File: src/rtl/mbx_disp_pkg.sv
// Shared constants, types and helpers of the mailbox request dispatcher.
// Assumes a byte-addressed register window with 32-bit words.
package mbx_disp_pkg;
    localparam int WORD_W    = 32;
    localparam int ADDR_W    = 8;
    localparam int CHID_W    = 4;
    localparam int CHID_SPAN = 1 << CHID_W;

    localparam logic [ADDR_W-1:0] REQ_LO  = 8'hA0;
    localparam logic [ADDR_W-1:0] REQ_HI  = 8'hAC;
    localparam logic [ADDR_W-1:0] OQ_STAT = 8'hB8;
    localparam int STAT_FULL_BIT  = 31;
    localparam int STAT_EMPTY_BIT = 30;

    typedef logic [WORD_W-1:0] word_t;
    typedef logic [CHID_W-1:0] chid_t;

    // Channel field of a request word
    function automatic chid_t word_chan(input word_t w);
        return w[CHID_W-1:0];
    endfunction

    // True for a word-aligned offset inside the request window
    function automatic logic is_req_addr(input logic [ADDR_W-1:0] a);
        return (a >= REQ_LO) && (a <= REQ_HI) && (a[1:0] == 2'b00);
    endfunction
endpackage

File: src/rtl/mbx_defer_queue.sv
// Deferred request queue. Holds words whose channel was busy, in arrival order.
// Each cycle it offers the oldest entry whose channel is idle; removing an
// entry closes the gap by shifting younger entries down one slot.
// Assumes: push is never raised while full without a same-cycle drain, and
// every stored word carries a channel number below NUM_CH.
module mbx_defer_queue
    import mbx_disp_pkg::*;
#(
    parameter int DEPTH  = 4,
    parameter int NUM_CH = 9,
    localparam int CNT_W = $clog2(DEPTH + 1)
) (
    input  logic              clk,
    input  logic              rst_n,
    input  logic              push,
    input  word_t             push_word,
    input  logic [NUM_CH-1:0] ch_busy,
    input  logic              drain_en,
    output logic              full,
    output logic              empty,
    output logic [CNT_W-1:0]  count,
    output logic [NUM_CH-1:0] ch_pending,
    output logic              drain_valid,
    output word_t             drain_word
);
    localparam int IDX_W = (DEPTH > 1) ? $clog2(DEPTH) : 1;

    word_t              mem_q [DEPTH];
    word_t              mem_n [DEPTH];
    logic [CNT_W-1:0]   cnt_q;
    logic [CNT_W-1:0]   cnt_after;
    logic [CHID_SPAN-1:0] busy_ext;
    logic [CHID_SPAN-1:0] pend_ext;
    logic [IDX_W-1:0]   pick;
    logic               found;

    // Widen the busy vector to the full channel-number space
    always_comb begin
        busy_ext = '0;
        busy_ext[NUM_CH-1:0] = ch_busy;
    end

    // Mark every channel that owns at least one live entry
    always_comb begin
        pend_ext = '0;
        for (int i = 0; i < DEPTH; i++) begin
            if (CNT_W'(i) < cnt_q) pend_ext[word_chan(mem_q[i])] = 1'b1;
        end
    end

    // Find the oldest live entry whose channel is idle
    always_comb begin
        found = 1'b0;
        pick  = '0;
        for (int i = DEPTH - 1; i >= 0; i--) begin
            if (CNT_W'(i) < cnt_q && !busy_ext[word_chan(mem_q[i])]) begin
                found = 1'b1;
                pick  = IDX_W'(i);
            end
        end
    end

    assign drain_valid = drain_en && found;
    assign drain_word  = mem_q[pick];
    assign cnt_after   = cnt_q - CNT_W'(drain_valid);

    // Close the gap left by a drained entry, then append any new word
    always_comb begin
        for (int i = 0; i < DEPTH; i++) begin
            mem_n[i] = (drain_valid && IDX_W'(i) >= pick) ? mem_q[(i + 1) % DEPTH] : mem_q[i];
            if (push && CNT_W'(i) == cnt_after) mem_n[i] = push_word;
        end
    end

    // State update with synchronous active-low reset
    always_ff @(posedge clk) begin
        if (!rst_n) begin
            cnt_q <= '0;
            for (int i = 0; i < DEPTH; i++) mem_q[i] <= '0;
        end else begin
            cnt_q <= cnt_after + CNT_W'(push);
            for (int i = 0; i < DEPTH; i++) mem_q[i] <= mem_n[i];
        end
    end

    assign full       = (cnt_q == CNT_W'(DEPTH));
    assign empty      = (cnt_q == '0);
    assign count      = cnt_q;
    assign ch_pending = pend_ext[NUM_CH-1:0];

    AST_NO_OVERFLOW: assert property (@(posedge clk) disable iff (!rst_n)
        !(full && push && !drain_valid));
    AST_COUNT_BOUND: assert property (@(posedge clk) disable iff (!rst_n)
        cnt_q <= CNT_W'(DEPTH));
    AST_DRAIN_IDLE: assert property (@(posedge clk) disable iff (!rst_n)
        drain_valid |-> !busy_ext[word_chan(drain_word)]);
endmodule

File: src/rtl/mbx_req_route.sv
// Request decoder and router. Decides, for a host write in the current
// cycle, whether the word goes straight to its channel, into the deferred
// queue, or is dropped. Assumes NUM_CH is at most 16.
module mbx_req_route
    import mbx_disp_pkg::*;
#(
    parameter int NUM_CH = 9
) (
    input  logic              clk,
    input  logic              rst_n,
    input  logic              wr_en,
    input  logic [ADDR_W-1:0] wr_addr,
    input  word_t             wr_data,
    input  logic [NUM_CH-1:0] chan_busy,
    input  logic              q_full,
    input  logic [NUM_CH-1:0] q_pending,
    output logic              fwd_direct,
    output logic              q_push,
    output logic              req_drop,
    output chid_t             req_chan
);
    logic                 req;
    logic                 ch_ok;
    logic [CHID_SPAN-1:0] busy_ext;
    logic [CHID_SPAN-1:0] pend_ext;

    // Widen per-channel vectors so any 4-bit channel number can index them
    always_comb begin
        busy_ext = '0;
        pend_ext = '0;
        busy_ext[NUM_CH-1:0] = chan_busy;
        pend_ext[NUM_CH-1:0] = q_pending;
    end

    // Classify the current write
    always_comb begin
        req_chan   = word_chan(wr_data);
        req        = wr_en && is_req_addr(wr_addr);
        ch_ok      = int'(req_chan) < NUM_CH;
        req_drop   = req && (!ch_ok || q_full);
        fwd_direct = req && !req_drop && !busy_ext[req_chan] && !pend_ext[req_chan];
        q_push     = req && !req_drop && !fwd_direct;
    end

    AST_BAD_CHAN_DROP: assert property (@(posedge clk) disable iff (!rst_n)
        (wr_en && is_req_addr(wr_addr) && int'(word_chan(wr_data)) >= NUM_CH)
        |-> (req_drop && !q_push && !fwd_direct));
    AST_ONE_OUTCOME: assert property (@(posedge clk) disable iff (!rst_n)
        $onehot0({fwd_direct, q_push, req_drop}));
    AST_NON_REQ_QUIET: assert property (@(posedge clk) disable iff (!rst_n)
        !is_req_addr(wr_addr) |-> !(fwd_direct || q_push || req_drop));
endmodule

File: src/rtl/mbx_resp_collect.sv
// Response collector. Picks the lowest-numbered channel that has a response
// and, when the inbound queue has room, pops that channel and pushes its
// word in the same cycle. Assumes a channel presents a valid word whenever
// its available flag is set.
module mbx_resp_collect
    import mbx_disp_pkg::*;
#(
    parameter int NUM_CH = 9
) (
    input  logic                     clk,
    input  logic                     rst_n,
    input  logic [NUM_CH-1:0]        chan_avail,
    input  logic [NUM_CH*WORD_W-1:0] chan_rd_data,
    input  logic                     inq_full,
    output logic [NUM_CH-1:0]        chan_rd_pop,
    output logic                     inq_push,
    output word_t                    inq_data
);
    localparam int SEL_W = (NUM_CH > 1) ? $clog2(NUM_CH) : 1;

    logic [SEL_W-1:0] sel;
    logic             hit;

    // Ascending-priority scan of the available flags
    always_comb begin
        hit = 1'b0;
        sel = '0;
        for (int i = NUM_CH - 1; i >= 0; i--) begin
            if (chan_avail[i]) begin
                hit = 1'b1;
                sel = SEL_W'(i);
            end
        end
    end

    // Move one word when the inbound queue has room
    assign inq_push    = hit && !inq_full;
    assign chan_rd_pop = inq_push ? (NUM_CH'(1) << sel) : '0;
    assign inq_data    = chan_rd_data[sel*WORD_W +: WORD_W];

    AST_NO_PUSH_FULL: assert property (@(posedge clk) disable iff (!rst_n)
        inq_full |-> (!inq_push && chan_rd_pop == '0));
    AST_ONE_POP: assert property (@(posedge clk) disable iff (!rst_n)
        $onehot0(chan_rd_pop));
    AST_POP_HAS_DATA: assert property (@(posedge clk) disable iff (!rst_n)
        (chan_rd_pop & ~chan_avail) == '0);
    AST_LOWEST_FIRST: assert property (@(posedge clk) disable iff (!rst_n)
        (chan_rd_pop != '0) |-> ((chan_avail & (chan_rd_pop - NUM_CH'(1))) == '0));
endmodule

File: src/rtl/mbx_dispatch.sv
// Mailbox request dispatcher, top level. Routes host request words to
// channel agents (directly or through the deferred queue), gathers channel
// responses into the inbound queue, and exposes the deferred queue status.
// Assumes 2 <= NUM_CH <= 16 and QDEPTH <= 255.
module mbx_dispatch
    import mbx_disp_pkg::*;
#(
    parameter int NUM_CH = 9,
    parameter int QDEPTH = 4
) (
    input  logic                     clk,
    input  logic                     rst_n,
    input  logic                     wr_en,
    input  logic [7:0]               wr_addr,
    input  logic [31:0]              wr_data,
    input  logic [7:0]               rd_addr,
    output logic [31:0]              rd_data,
    input  logic [NUM_CH-1:0]        chan_busy,
    output logic [NUM_CH-1:0]        chan_wr_valid,
    output logic [31:0]              chan_wr_data,
    input  logic [NUM_CH-1:0]        chan_avail,
    input  logic [NUM_CH*32-1:0]     chan_rd_data,
    output logic [NUM_CH-1:0]        chan_rd_pop,
    input  logic                     inq_full,
    output logic                     inq_push,
    output logic [31:0]              inq_data,
    output logic                     req_drop
);
    localparam int CNT_W = $clog2(QDEPTH + 1);

    logic              fwd_direct;
    logic              q_push;
    chid_t             req_chan;
    logic              q_full;
    logic              q_empty;
    logic [CNT_W-1:0]  q_count;
    logic [NUM_CH-1:0] q_pending;
    logic              drain_valid;
    word_t             drain_word;
    chid_t             out_chan;
    logic [CHID_SPAN-1:0] out_sel;

    mbx_req_route #(.NUM_CH(NUM_CH)) u_route (
        .clk        (clk),
        .rst_n      (rst_n),
        .wr_en      (wr_en),
        .wr_addr    (wr_addr),
        .wr_data    (wr_data),
        .chan_busy  (chan_busy),
        .q_full     (q_full),
        .q_pending  (q_pending),
        .fwd_direct (fwd_direct),
        .q_push     (q_push),
        .req_drop   (req_drop),
        .req_chan   (req_chan)
    );

    mbx_defer_queue #(.DEPTH(QDEPTH), .NUM_CH(NUM_CH)) u_queue (
        .clk         (clk),
        .rst_n       (rst_n),
        .push        (q_push),
        .push_word   (wr_data),
        .ch_busy     (chan_busy),
        .drain_en    (!fwd_direct),
        .full        (q_full),
        .empty       (q_empty),
        .count       (q_count),
        .ch_pending  (q_pending),
        .drain_valid (drain_valid),
        .drain_word  (drain_word)
    );

    mbx_resp_collect #(.NUM_CH(NUM_CH)) u_collect (
        .clk          (clk),
        .rst_n        (rst_n),
        .chan_avail   (chan_avail),
        .chan_rd_data (chan_rd_data),
        .inq_full     (inq_full),
        .chan_rd_pop  (chan_rd_pop),
        .inq_push     (inq_push),
        .inq_data     (inq_data)
    );

    // Single channel write port: a direct forward wins over a queue drain
    always_comb begin
        out_chan     = fwd_direct ? req_chan : word_chan(drain_word);
        chan_wr_data = fwd_direct ? wr_data : drain_word;
        out_sel      = (fwd_direct || drain_valid) ? (CHID_SPAN'(1) << out_chan) : '0;
        chan_wr_valid = out_sel[NUM_CH-1:0];
    end

    // Status read-back of the deferred queue
    always_comb begin
        rd_data = '0;
        if (rd_addr == OQ_STAT) begin
            rd_data[STAT_FULL_BIT]  = q_full;
            rd_data[STAT_EMPTY_BIT] = q_empty;
            rd_data[7:0]            = 8'(q_count);
        end
    end

    AST_ONE_WRITE: assert property (@(posedge clk) disable iff (!rst_n)
        $onehot0(chan_wr_valid));
    AST_WRITE_IDLE: assert property (@(posedge clk) disable iff (!rst_n)
        (chan_wr_valid & chan_busy) == '0);
    AST_STATUS_EXCL: assert property (@(posedge clk) disable iff (!rst_n)
        (rd_addr == OQ_STAT) |-> !(rd_data[STAT_FULL_BIT] && rd_data[STAT_EMPTY_BIT]));
endmodule

File: config.mk
export PLATFORM = sky130hd
export DESIGN_NAME = mbx_dispatch
export DESIGN_NICKNAME = d
export VERILOG_FILES = /design/src/rtl/mbx_disp_pkg.sv /design/src/rtl/mbx_defer_queue.sv /design/src/rtl/mbx_req_route.sv /design/src/rtl/mbx_resp_collect.sv /design/src/rtl/mbx_dispatch.sv
export SDC_FILE = /design/constraint.sdc
export NUM_CORES = 1
export LEC_CHECK = 0
export CAP_MARGIN = 15
export CORE_ASPECT_RATIO = 2
export CORE_MARGIN = 4
export CORE_UTILIZATION = 30
export CTS_CLUSTER_SIZE = 12
export DETAILED_ROUTE_END_ITERATION = 10
export SETUP_SLACK_MARGIN = 0.1
export SLEW_MARGIN = 20
export SYNTH_ARGS = -nofsm -noshare
export SYNTH_HDL_FRONTEND = slang
export SYNTH_SLANG_ARGS = --single-unit
File: constraint.sdc
create_clock -name clk -period 6.6 [get_ports clk]
set_input_delay 1.32 -clock clk [delete_from_list [all_inputs] [get_ports clk]]
set_output_delay 1.32 -clock clk [all_outputs]
set_load 0.02 [all_outputs]
==> impl_metrics.py <==
metrics = {
    "yosys": {
        "synth-edff-count": 0,
        "netlist_top_cells_area": "dfxtp_1, mux2i_1, a21oi_1",
        "syn_inst": 1408,
        "synth.distinct_cells": 78,
        "avgSynthCellArea_um2": 7.80,
        "synthTopCellsByCount": "nand2_1, a21oi_1, dfxtp_1",
        "ys_seq_area_share_pct": 23.9,
        "ys.warnings.count": 0,
        "synth_area_mm2": 0.0110,
        "synth_ff_type": "dfxtp_1",
        "synth_most_common_cell": "nand2_1",
        "synth-async-reset-ratio_pct": 0,
        "synth_seq_cells": 131,
        "yosysTopAreaCellShare_pct": 23.9,
        "synth.largest_area_cell": "dfxtp_1",
    },
    "setup_path": {
        "crit_fanout": 5,
        "crit_type": "input pin to output pin",
        "crit_arrival_ps": 5000,
        "end_kind": "output pin",
        "cp.required_ps": 5280,
        "start_kind": "input pin",
        "rrSetupSlack_ps": 2100,
    },
    "run_status": {
        "status": "completed",
    },
    "detailed_routing": {
        "drc_errors": 0,
        "ant_nets": 0,
        "via_per_inst": 5.63,
        "vias": 12700,
        "wl_per_cell_um": 24.1,
        "wl_met2_mm": 27.1,
        "postRouteWirelength_mm": 54.5,
        "wl_met1_mm": 18.7,
        "topRoutingLayerUsed": "met5",
        "first_pass_iters": 9,
        "wl_met3_mm": 6.53,
        "first_iter_violations": 831,
    },
    "finish": {
        "area_growth_syn_to_layout_pct": 50.0,
        "layout.nets": 2143,
        "drive_above_1_share_pct": 10.2,
        "n_fill_cell": 3638,
    },
    "placed_design": {
        "numPortBuffers": 444,
        "gp_congestion": 0.980,
        "place_hpwl_mm": 42.0,
    },
    "timing": {
        "maxSlewViolCount": 0,
        "fin_crit_sh_pct": 95.8,
        "setup_violations": 0,
        "finalSetupTns_ps": 0,
        "min_period_ps": 6320,
        "finalHoldViolCount": 0,
        "rsz0062_at_grt": "no",
        "max_slew_margin_pct": 35.6,
        "max_freq_mhz": 158,
        "worst_pin_slew_ps": 965,
        "hold_ws_ps": 550,
        "finalClockSkew_ps": 9.56,
    },
    "flow_run": {
        "cap_violations": 0,
    },
    "floorplanning": {
        "coreArea_mm2": 0.0359,
        "die_x_um": 143,
        "initial_core_util_pct": 30.6,
        "fp.dieH_um": 279,
        "rows": 98,
        "ioPinCount": 474,
        "dieArea_mm2": 0.0399,
    },
    "clocking": {
        "clk_latency_ps": 430,
        "cts_buffers": 17,
        "htree_levels": 4,
        "postCtsSetupBuffers": 0,
        "cts_tree": "yes",
        "cts_hold_buffers": 0,
        "cts.clk_slew.worst_paths_ps": 50,
        "cts-resized-gates": 0,
        "clock_path_buffers": 2,
        "cts_sinks": 131,
        "cts_root_buf": "clkbuf_16",
    },
    "grt": {
        "grt_pass1_vias": 12600,
        "grt_max_degree": 85,
        "grt_usage_pct": 25.7,
        "grt_pass1_wl_mm": 78.2,
        "overflow": 0,
        "grt_antenna_before_repair": 22,
    },
    "power": {
        "ir_worst_vdd_mv": 0.270,
        "p_leak_nw": 5.96,
        "powerDensity_mw_per_mm2": 239,
    },
    "hold_path": {
        "hold_path.class": "flop to flop",
    },
}
## cell families (layout without fill, tap and decap cells)
group | Yosys count | after routing | synth area share [%]
xor gates and xnor gates | 2 | 2 | 0.159
other | 1 | 41 | 0.0341
DFF | 131 | 131 | 23.9
muxes | 199 | 199 | 19.8
AOI/OAI and AO/OA | 523 | 523 | 30.1
adders and majority gates | 3 | 3 | 0.342
and+or+nand+nor | 368 | 368 | 17.1
buffers and inverters | 181 | 542 | 8.63
## worst paths after layout
path                                          start                           endpoint  cells after the start
setup / recovery                       chan_busy[7]                   chan_wr_valid[1]                     12
hold / removal    u_queue.mem_q[1][31]$_SDFFE_PN0P_  u_queue.mem_q[0][31]$_SDFFE_PN0P_                      2
setup reg to reg   u_queue.mem_q[0][3]$_SDFFE_PN0P_  u_queue.mem_q[0][10]$_SDFFE_PN0P_                     16
hold reg to reg   u_queue.mem_q[1][31]$_SDFFE_PN0P_  u_queue.mem_q[0][31]$_SDFFE_PN0P_                      2
## critical path, stage by stage
cell,delay [ps]
clkdlybuf4s50_1,580
mux2i_1,120
a221oi_1,510
a21oi_1,250
buf_4,200
o311a_1,320
o32ai_1,420
buf_4,220
nand4_1,90
o31ai_1,130
nor2b_1,200
clkdlybuf4s50_1,630
## metrics by stage
step                instance area, um^2  utilization (%)  instances  total power, mW  worst slack [ps]
global route                      16500             45.8       2251             4.13               134
floorplan                         11100                -       1434             2.10              1240
finish                            16500             45.9       2259             3.94               277
global placement                  15800             44.0       2213             2.93               342
detailed placement                15800             44.0       2213             2.94               325
CTS                               16400             45.8       2245             3.98               309
## where the power goes
part | internal [mW] | switching (mW) | leakage [nW] | total (mW)
clock network | 0.652 | 0.367 | 0.303 | 1.02
registers | 0.802 | 0.0257 | 1.06 | 0.828
logic | 0.937 | 1.16 | 4.60 | 2.10
total | 2.39 | 1.55 | 5.96 | 3.94
## per-layer routing
metal  vias to the layer above  global-route usage, %
met2                       565                   45.3
met4                        12                   10.4
met5                         -                      0
li1                       6073                      -
met3                       101                   11.6
met1                      5974                   26.0
## state kept, by name, summed over array words and instances (netlist names)
name / cells
u_queue.count: 3
u_queue.mem_q: 128
## area by class of cell
cell class	count	area, um^2	area share (%)
multi-input cells	1122	7610	46.2
repair buffers	491	4940	30.0
flip-flops and latches	131	2620	15.9
well taps	450	563	3.42
clock buffers	20	457	2.77
clock inverters	12	179	1.09
inverters	19	71.3	0.433
diodes	14	35.0	0.213
## cells in the final DEF (no fill, tap or decap), types with 3 or more instances in the layout
| cell | instances |
|---|---|
| o31ai_1 | 6 |
| and2_1 | 13 |
| buf_4 | 35 |
| buf_12 | 12 |
| clkinvlp_4 | 3 |
| dfxtp_1 | 131 |
| o21ai_1 | 66 |
| nand3b_1 | 3 |
| a222oi_1 | 64 |
| nor4b_1 | 5 |
| conb_1 | 27 |
| nand2_1 | 170 |
| nor3b_1 | 6 |
| bufinv_16 | 4 |
| nor2b_1 | 37 |
| mux2_2 | 64 |
| nand3_1 | 6 |
| a31oi_1 | 35 |
| ha_1 | 3 |
| or3_1 | 4 |
| o221ai_1 | 14 |
| mux2i_1 | 127 |
| a21oi_1 | 169 |
| a21o_1 | 3 |
| o21a_1 | 3 |
| or4_1 | 4 |
| o22ai_1 | 7 |
| nand4_1 | 3 |
| o21ai_0 | 93 |
| diode_2 | 14 |
| nor2_1 | 43 |
| mux4_2 | 8 |
| a211oi_1 | 31 |
| nand4_4 | 3 |
| inv_1 | 19 |
| nor4_1 | 17 |
| clkbuf_16 | 17 |
| clkdlybuf4s50_1 | 443 |
| nor3_1 | 23 |
| nand2b_1 | 8 |
No activity file was read; power rests on OpenSTA's default activity.
